## src/rtl/bank_lock_pkg.sv

```systemverilog
package bank_lock_pkg;
  localparam int unsigned WORD_W = 32;
  localparam logic [WORD_W-1:0] ARM_KEY   = 32'h00A5_A501;
  localparam logic [WORD_W-1:0] CODE_SHUT = 32'hFFFF_FFFF;
  localparam logic [WORD_W-1:0] CODE_OPEN = 32'h0000_0000;

  typedef enum logic [1:0] {
    CMD_NONE = 2'd0,
    CMD_SHUT = 2'd1,
    CMD_OPEN = 2'd2
  } lock_cmd_e;
endpackage

```

## src/rtl/key_arm.sv

```systemverilog
module key_arm
  import bank_lock_pkg::*;
#(
  parameter int unsigned ADDR_W = 12,
  parameter logic [ADDR_W-1:0] KEY_ADDR = 12'h520
) (
  input  logic              clk,
  input  logic              rst,
  input  logic              we_i,
  input  logic [ADDR_W-1:0] addr_i,
  input  logic [WORD_W-1:0] wdata_i,
  output logic              armed_o
);
  logic key_hit;
  assign key_hit = (addr_i == KEY_ADDR) && (wdata_i == ARM_KEY);

  // Every write reloads the arm bit; idle/read cycles keep it.
  always_ff @(posedge clk) begin
    if (rst) armed_o <= 1'b0;
    else if (we_i) armed_o <= key_hit;
  end

  // arm is only ever set by a correct key write
  p_arm_from_key_r2: assert property (@(posedge clk) disable iff (rst)
    $rose(armed_o) |-> $past(we_i && addr_i == KEY_ADDR && wdata_i == ARM_KEY));

  // any other write consumes the key
  p_arm_consumed_r5: assert property (@(posedge clk) disable iff (rst)
    (we_i && !(addr_i == KEY_ADDR && wdata_i == ARM_KEY)) |=> !armed_o);

  // read cycles keep the arm state
  p_read_keeps_arm_r5: assert property (@(posedge clk) disable iff (rst)
    !we_i |=> $stable(armed_o));
endmodule

```

## src/rtl/bank_lock_cell.sv

```systemverilog
module bank_lock_cell
  import bank_lock_pkg::*;
(
  input  logic      clk,
  input  logic      rst,
  input  logic      sel_i,
  input  lock_cmd_e cmd_i,
  output logic      open_o
);
  always_ff @(posedge clk) begin
    if (rst) begin
      open_o <= 1'b0;
    end else if (sel_i) begin
      case (cmd_i)
        CMD_SHUT: open_o <= 1'b0;
        CMD_OPEN: open_o <= 1'b1;
        default:  open_o <= open_o;
      endcase
    end
  end

  // a bank not addressed keeps its state
  p_hold_unselected_r7: assert property (@(posedge clk) disable iff (rst)
    !sel_i |=> $stable(open_o));

  // no command means no change even when addressed
  p_no_cmd_hold_r6: assert property (@(posedge clk) disable iff (rst)
    (cmd_i == CMD_NONE) |=> $stable(open_o));
endmodule

```

## src/rtl/lock_readback.sv

```systemverilog
module lock_readback
  import bank_lock_pkg::*;
#(
  parameter int unsigned NUM_BANKS = 8
) (
  input  logic                 clk,
  input  logic                 rst,
  input  logic [NUM_BANKS-1:0] sel_i,
  input  logic [NUM_BANKS-1:0] open_i,
  output logic [WORD_W-1:0]    rdata_o
);
  logic hit_shut;
  assign hit_shut = |(sel_i & ~open_i);

  always_ff @(posedge clk) begin
    if (rst) rdata_o <= '0;
    else     rdata_o <= hit_shut ? CODE_SHUT : CODE_OPEN;
  end

  // a selected locked bank reads back the lock code a cycle later
  p_read_shut_code_r8: assert property (@(posedge clk) disable iff (rst)
    hit_shut |=> rdata_o == CODE_SHUT);

  // no selected locked bank reads back zero
  p_read_zero_r8: assert property (@(posedge clk) disable iff (rst)
    !hit_shut |=> rdata_o == CODE_OPEN);
endmodule

```

## src/rtl/bank_lock_guard.sv

```systemverilog
module bank_lock_guard
  import bank_lock_pkg::*;
#(
  parameter int unsigned NUM_BANKS = 8,
  parameter int unsigned ADDR_W    = 12,
  parameter logic [ADDR_W-1:0] KEY_ADDR  = 12'h520,
  parameter logic [ADDR_W-1:0] STAT_BASE = 12'h500
) (
  input  logic                 clk,
  input  logic                 rst,
  input  logic [ADDR_W-1:0]    bus_addr,
  input  logic [31:0]          bus_wdata,
  input  logic                 bus_we,
  output logic [31:0]          bus_rdata,
  output logic [NUM_BANKS-1:0] bank_wr_permit
);
  localparam int unsigned WORD_BYTES = WORD_W / 8;

  logic                 armed;
  logic [NUM_BANKS-1:0] bank_sel;
  lock_cmd_e            cmd;

  key_arm #(.ADDR_W(ADDR_W), .KEY_ADDR(KEY_ADDR)) u_arm (
    .clk(clk), .rst(rst), .we_i(bus_we), .addr_i(bus_addr),
    .wdata_i(bus_wdata), .armed_o(armed)
  );

  always_comb begin
    cmd = CMD_NONE;
    if (bus_we && armed) begin
      if (bus_wdata == CODE_SHUT)      cmd = CMD_SHUT;
      else if (bus_wdata == CODE_OPEN) cmd = CMD_OPEN;
    end
  end

  for (genvar i = 0; i < NUM_BANKS; i++) begin : g_bank
    assign bank_sel[i] = (bus_addr == STAT_BASE + ADDR_W'(WORD_BYTES * i));
    bank_lock_cell u_cell (
      .clk(clk), .rst(rst), .sel_i(bank_sel[i]), .cmd_i(cmd),
      .open_o(bank_wr_permit[i])
    );
  end

  lock_readback #(.NUM_BANKS(NUM_BANKS)) u_rd (
    .clk(clk), .rst(rst), .sel_i(bank_sel), .open_i(bank_wr_permit),
    .rdata_o(bus_rdata)
  );

  // banks are all locked right after reset
  p_reset_locked_r1: assert property (@(posedge clk) disable iff (rst)
    $fell(rst) |-> bank_wr_permit == '0);

  // without an armed key no permit changes
  p_unarmed_stable_r4: assert property (@(posedge clk) disable iff (rst)
    !armed |=> $stable(bank_wr_permit));

  // at most one bank changes per cycle
  p_single_bank_r7: assert property (@(posedge clk) disable iff (rst)
    $onehot0(bank_wr_permit ^ $past(bank_wr_permit)));

  // a bank can only open on an armed write
  p_open_needs_arm_r2: assert property (@(posedge clk) disable iff (rst)
    (|(bank_wr_permit & ~$past(bank_wr_permit))) |-> $past(armed && bus_we));
endmodule

```

## config.mk

```make
export PLATFORM = sky130hd
export DESIGN_NAME = bank_lock_guard
export DESIGN_NICKNAME = d
export VERILOG_FILES = /design/src/rtl/bank_lock_pkg.sv /design/src/rtl/key_arm.sv /design/src/rtl/bank_lock_cell.sv /design/src/rtl/lock_readback.sv /design/src/rtl/bank_lock_guard.sv
export SDC_FILE = /design/constraint.sdc
export NUM_CORES = 1
export LEC_CHECK = 0
export BUFFER_PORTS_ARGS = -buffer_cell sky130_fd_sc_hd__buf_2
export CAP_MARGIN = 15
export CORE_MARGIN = 4
export CORE_UTILIZATION = 45
export CTS_CLUSTER_SIZE = 8
export DETAILED_ROUTE_END_ITERATION = 8
export GPL_ROUTABILITY_DRIVEN = 0
export GPL_TIMING_DRIVEN = 0
export HOLD_SLACK_MARGIN = 0.1
export PLACE_DENSITY = 0.95
export SLEW_MARGIN = 20
export SYNTH_ARGS = -nofsm -noshare
export SYNTH_HDL_FRONTEND = slang
export SYNTH_HIERARCHICAL = 1
export SYNTH_SLANG_ARGS = --single-unit
```

## constraint.sdc

```tcl
create_clock -name clk -period 6 [get_ports clk]
set_clock_uncertainty 0.15 [all_clocks]
set_input_delay 0.3 -clock clk [delete_from_list [all_inputs] [get_ports clk]]
set_output_delay 0.3 -clock clk [all_outputs]
set_load 0.1 [all_outputs]
```

Word-level counts from Yosys, hierarchy flattened

Index checks and enable logic that the tools add are counted.

Logic and storage cells: 43
Output and inout bits: 40
Input port bits: 47
Register bits: 41

Reduce and logical (&&, ||, !) cells: 13
Eq/ne operators: 13
Bitwise gates (word level): 2
Multiplexer cells: 5

Operator list:

| cell                                                                     | number |
|---|---|
| 12-bit by 11-bit equality test with 1-bit output (second input constant) | 9 |
| 32-bit by 24-bit equality test with 1-bit output (second input constant) | 1 |
| 32-bit equality test (second input constant)                             | 1 |
| 32-bit logical NOT                                                       | 1 |
| 32-bit 2-to-1 mux                                                        | 1 |
| 2-bit AND reduction                                                      | 8 |
| 8-bit bitwise AND                                                        | 1 |
| 8-bit inverter                                                           | 1 |
| 8-bit OR reduction                                                       | 1 |
| 2-bit 2-to-1 mux                                                         | 3 |
| 2-bit by 1-bit equality test with 1-bit output (second input constant)   | 1 |
| 2-bit equality test (second input constant)                              | 1 |
| 1-bit logical AND                                                        | 2 |
| 1-bit case mux with 2 select lines                                       | 1 |
| 2-bit nonzero test                                                       | 1 |

Longest topological paths before layout

Word-level depth: 7
Mapped depth: 7
Depth with buffers taken out: 7

Hierarchy

The synthesis kept the hierarchy.

By module, submodules not included:

| module          | cells an instance | seq. area each (um2) | area each (um2) | instances |
|---|---|---|---|---|
| bank_lock_cell  | 7                 | 20.0                 | 66.3            | 8 |
| lock_readback   | 44                | 20.0                 | 326.6           | 1 |
| bank_lock_guard | 41                | 0.0                  | 237.7           | 1 |
| key_arm         | 19                | 20.0                 | 152.6           | 1 |

Least setup slack after synthesis

OpenSTA, ideal clock, no wires.

Path type: input to register
Start: in bus_wdata[11]
End: reg g_bank[6].u_cell.open_o
Library setup time: 0.118 ns
Arrival time: 2.191 ns
Slack: 3.541 ns
Buffers on the path: 0
Required time: 5.732 ns
Stages: 5
Path through: or4_1 -> nor4_1 -> ha_1 -> and2b_1 -> o21ai_1

Longest elaborated chain between the ends: 7
Elaborated cells between the ends (all ways): 10
Those cells by class: 3 x eq/ne; 4 x mux; 3 x reduce/logical

RTL lines:

| what                                                                                  | line                  | source |
|---|---|---|
| from (decl)                                                                           | bank_lock_guard.sv:12 | `input logic [31:0] bus_wdata,` |
| 32-bit logical NOT                                                                    | bank_lock_guard.sv:32 | `else if (bus_wdata == CODE_OPEN) cmd = CMD_OPEN;` |
| 2-bit 2-to-1 mux                                                                      | bank_lock_guard.sv:32 |  |
| 2-bit 2-to-1 mux *                                                                    | bank_lock_guard.sv:31 | `if (bus_wdata == CODE_SHUT) cmd = CMD_SHUT;` |
| 2-bit 2-to-1 mux *                                                                    | bank_lock_guard.sv:30 | `if (bus_we && armed) begin` |
| via cmd[1]                                                                            | bank_lock_guard.sv:21 | `lock_cmd_e cmd;` |
| 2-bit by 1-bit equality test with 1-bit output or 2-bit equality test (tied branches) | bank_lock_cell.sv:14  | `case (cmd_i)` |
| 2-bit nonzero test (no line)                                                          | -                     |  |
| 2-bit AND reduction (no line)                                                         | -                     |  |
| to (signal assigned)                                                                  | bank_lock_cell.sv:17  | `default: open_o <= open_o;` |
| to (decl)                                                                             | bank_lock_cell.sv:8   | `output logic open_o` |

Mark *: on every way through the listed nets, which the timed path passes. The rest lies on a longest branch.
A chain may end at the register's enable or synchronous reset.

Worst setup path after layout

Start: in bus_wdata[4]
End: reg g_bank[7].u_cell.open_o

Elaborated cells between the ends (all ways): 10
Those cells by class: 3 x eq/ne; 4 x mux; 3 x reduce/logical

RTL lines:

| what                                                                                  | line |
|---|---|
| 32-bit equality test *                                                                | bank_lock_guard.sv:31 |
| 2-bit 2-to-1 mux *                                                                    | bank_lock_guard.sv:31 |
| 2-bit 2-to-1 mux *                                                                    | bank_lock_guard.sv:30 |
| via cmd[0]                                                                            | bank_lock_guard.sv:21 |
| 2-bit by 1-bit equality test with 1-bit output or 2-bit equality test (tied branches) | bank_lock_cell.sv:14 |
| 2-bit nonzero test (no line)                                                          | - |
| 2-bit AND reduction (no line)                                                         | - |
| to (signal assigned)                                                                  | bank_lock_cell.sv:17 |
| to (decl)                                                                             | bank_lock_cell.sv:8 |

Marks and branches as above.

==> impl_metrics.py <==
metrics = {
    "floorplanning": {
        "num_io_pins": 87,
        "chipWidth_um": 60.7,
        "initial_utilization_pct": 48.6,
        "design.core.area_um2": 2570,
        "fp.dieArea_um2": 3680,
        "rows": 18,
        "chipHeight_um": 60.7,
    },
    "synth": {
        "netlist_area_um2": 1250,
        "synth.most_common_cell": "buf_4",
        "ys.flop_type": "dfxtp_1",
        "ys_warn_count": 6,
        "synth_edf_count": 0,
        "yosysSeqAreaShare_pct": 16.0,
        "syn_inst": 160,
        "ys_seq_elements": 10,
        "avgSynthCellArea_um2": 7.80,
        "yosysTopAreaCell": "buf_4",
        "synth_top_area_share_pct": 18.7,
        "syn_nets": 215,
        "synth_common_cells": "buf_4 (31), inv_1 (13), nand4_1 (11), nor4_1 (11)",
        "synth-async-reset-ratio_pct": 0,
        "synth.distinct_cells": 26,
        "synthTopCellsByArea": "buf_4 (19%), dfxtp_1 (16%), ha_1 (8.0%)",
    },
    "detailed_routing": {
        "drtAntennaViolNets": 0,
        "drt-total-wl_um": 3340,
        "num_vias": 1487,
        "via_per_inst": 5.33,
        "drtIter0Drc": 69,
        "wire_per_inst_um": 12.0,
        "route.detailed.drc": 0,
        "dr.pass1.iters": 4,
    },
    "worst_setup_path": {
        "critPathCaptureType": "flop",
        "r2r_start": "u_arm/armed_o",
        "rr_worst_depth": 5,
        "crit_arrival_ps": 2440,
        "critPathMaxStageDelay_ps": 690,
        "setup.worst_path.end": "g_bank[7].u_cell/open_o",
        "reg2reg_to": "g_bank[7].u_cell/open_o",
        "path_class": "input port to flop",
        "rrSetupSlack_ps": 3910,
        "path_cells": "buf_2, nand4_1, or4_1, nor4_2, inv_1, ha_1, and2b_1, o21ai_1",
        "worstSetupStartpointType": "input port",
        "critPathSlowestCell": "nor4_2",
        "cp-startpoint": "bus_wdata[4]",
        "crit_fanout": 8,
        "cp.required_ps": 6010,
    },
    "place": {
        "port_buffers": 86,
        "placedCellCount": 276,
        "dpl_cell_area_um2": 1720,
        "hpwlAfterDp_um": 2920,
    },
    "final_layout": {
        "register_area_um2": 200,
        "syn2layout_area_growth_pct": 39.8,
        "multi_input_area_um2": 772,
        "fill_cells": 209,
        "final_area_um2": 1740,
        "diodes": 0,
        "fin_nets": 306,
        "drive_above_1_share_pct": 49.4,
        "fin_cells": 279,
    },
    "clocking": {
        "path_clk_slew_ps": 60,
        "cts.sinks": 10,
        "clk_latency_ps": 270,
        "cts.repair.resized": 0,
        "clk_path_buf_depth": 2,
        "cts_max_level": 1,
        "post_cts_buffers": 0,
        "tritoncts": "yes",
        "cts_hold_buffers": 0,
        "cts-root-buf": "clkbuf_4",
        "cts_buffers": 3,
    },
    "global_routing": {
        "grt_pass1_vias": 1355,
        "grt-ovfl-total": 0,
        "antenna_found_initial": 0,
        "grt_max_degree": 33,
        "grt_pass1_wl_um": 5360,
        "track_usage_pct": 18.8,
    },
    "sta": {
        "setup_viol": 0,
        "holdWs_ps": 172,
        "fin_setup_tns_ps": 0,
        "min_period_over_period_pct": 40.4,
        "drv_slew": 0,
        "grt_setup_unrepaired": "false",
        "fin_crit_ps": 2430,
        "tightest_slew_ps": 885,
        "fmax_mhz": 412,
        "slew_headroom_pct": 40.9,
        "hold_viol_final": 0,
    },
    "power_and_ir_drop": {
        "p_leak_nw": 0.884,
        "finalPower_mw": 0.147,
        "p_per_area_nw_per_um2": 84.6,
        "peakVddDrop_mv": 0.0815,
    },
    "worst_hold_path": {
        "hold_class": "input port to flop",
    },
    "run": {
        "cap_violations": 0,
    },
    "outcome": {
        "status": "finished clean",
    },
}
[routing by layer]
layer	GRT usage [%]	wire, um	vias up
li1	-	-	741
met1	21.2	1300	626
met2	33.7	1480	106
met3	2.13	458	14
met4	11.1	107	0
met5	0	0	-
[power breakdown]
part | switching (mW) | total (mW) | internal, mW
registers | 0.0000656 | 0.0664 | 0.0663
clock network | 0.0232 | 0.0464 | 0.0232
logic | 0.0176 | 0.0346 | 0.0170
total | 0.0409 | 0.147 | 0.107
[logic make-up (layout without fill, tap and decap cells)]
family	Yosys count	in the layout	share of synthesized area, %
fa+ha+maj	8	8	8.02
compound gates	13	13	6.52
flops	10	10	16.0
simple gates	85	85	46.8
buf+inv	44	133	22.6
[critical path: cells and delay by family]
family                     cells  cell delay (ps)
buffers and inverters          2              200
adders and majority gates      1              350
AOI/OAI and AO/OA              1               70
and+or+nand+nor                4             1510
[layout by cell type (no fill, tap or decap), drive strengths merged, types with 2 or more instances in the layout]
master / synthesis / layout
buf: 31 / 117
inv: 13 / 13
nor4: 12 / 12
nand4: 11 / 11
nor2: 10 / 10
dfxtp: 10 / 10
nand2b: 9 / 9
o21ai: 9 / 9
and2b: 8 / 8
nand4bb: 8 / 8
ha: 8 / 8
nor4b: 4 / 4
or4: 3 / 3
nand2: 3 / 3
nor4bb: 3 / 3
nand3: 3 / 3
nand3b: 3 / 3
clkbuf: 0 / 3
nor2b: 3 / 3
nor3: 2 / 2
a22oi: 2 / 2
[registers in the layout (all words and copies together) (netlist names)]
| register | count |
|---|---|
| g_bank.u_cell/open_o | 8 |
| u_rd/rdata_o | 1 |
| u_arm/armed_o | 1 |
[final cells by class]
type                       instances  area share (%)
clock buffer                       3            1.29
inverter                          13            2.80
multi-input combinational        106            44.3
buffer                            31            13.3
tap                               30            2.15
timing repair buffer              86            24.7
sequential                        10            11.5
[per-stage QoR]
stage	utilization, %	setup slack (ps)
6_report	67.9	3570
5_1_grt	67.9	3380
4_1_cts	67.9	3560
3_5_place_dp	67.1	3280
3_3_place_gp	66.8	3060
2_1_floorplan	-	3540
[how the worst min path moves through the flow]
stage / depth (start not counted) / from / slack, ps / endpoint
6_report: 4 / bus_we / 170 / u_arm/armed_o
4_1_cts: 4 / bus_we / 170 / u_arm/armed_o
5_1_grt: 4 / bus_we / 230 / u_arm/armed_o
3_5_place_dp: 2 / u_arm/armed_o / 300 / u_arm/armed_o
2_1_floorplan: 1 / rst / 220 / u_rd/rdata_o[30]
3_3_place_gp: 2 / u_arm/armed_o / 280 / u_arm/armed_o
(Power assumes the default switching activity.)
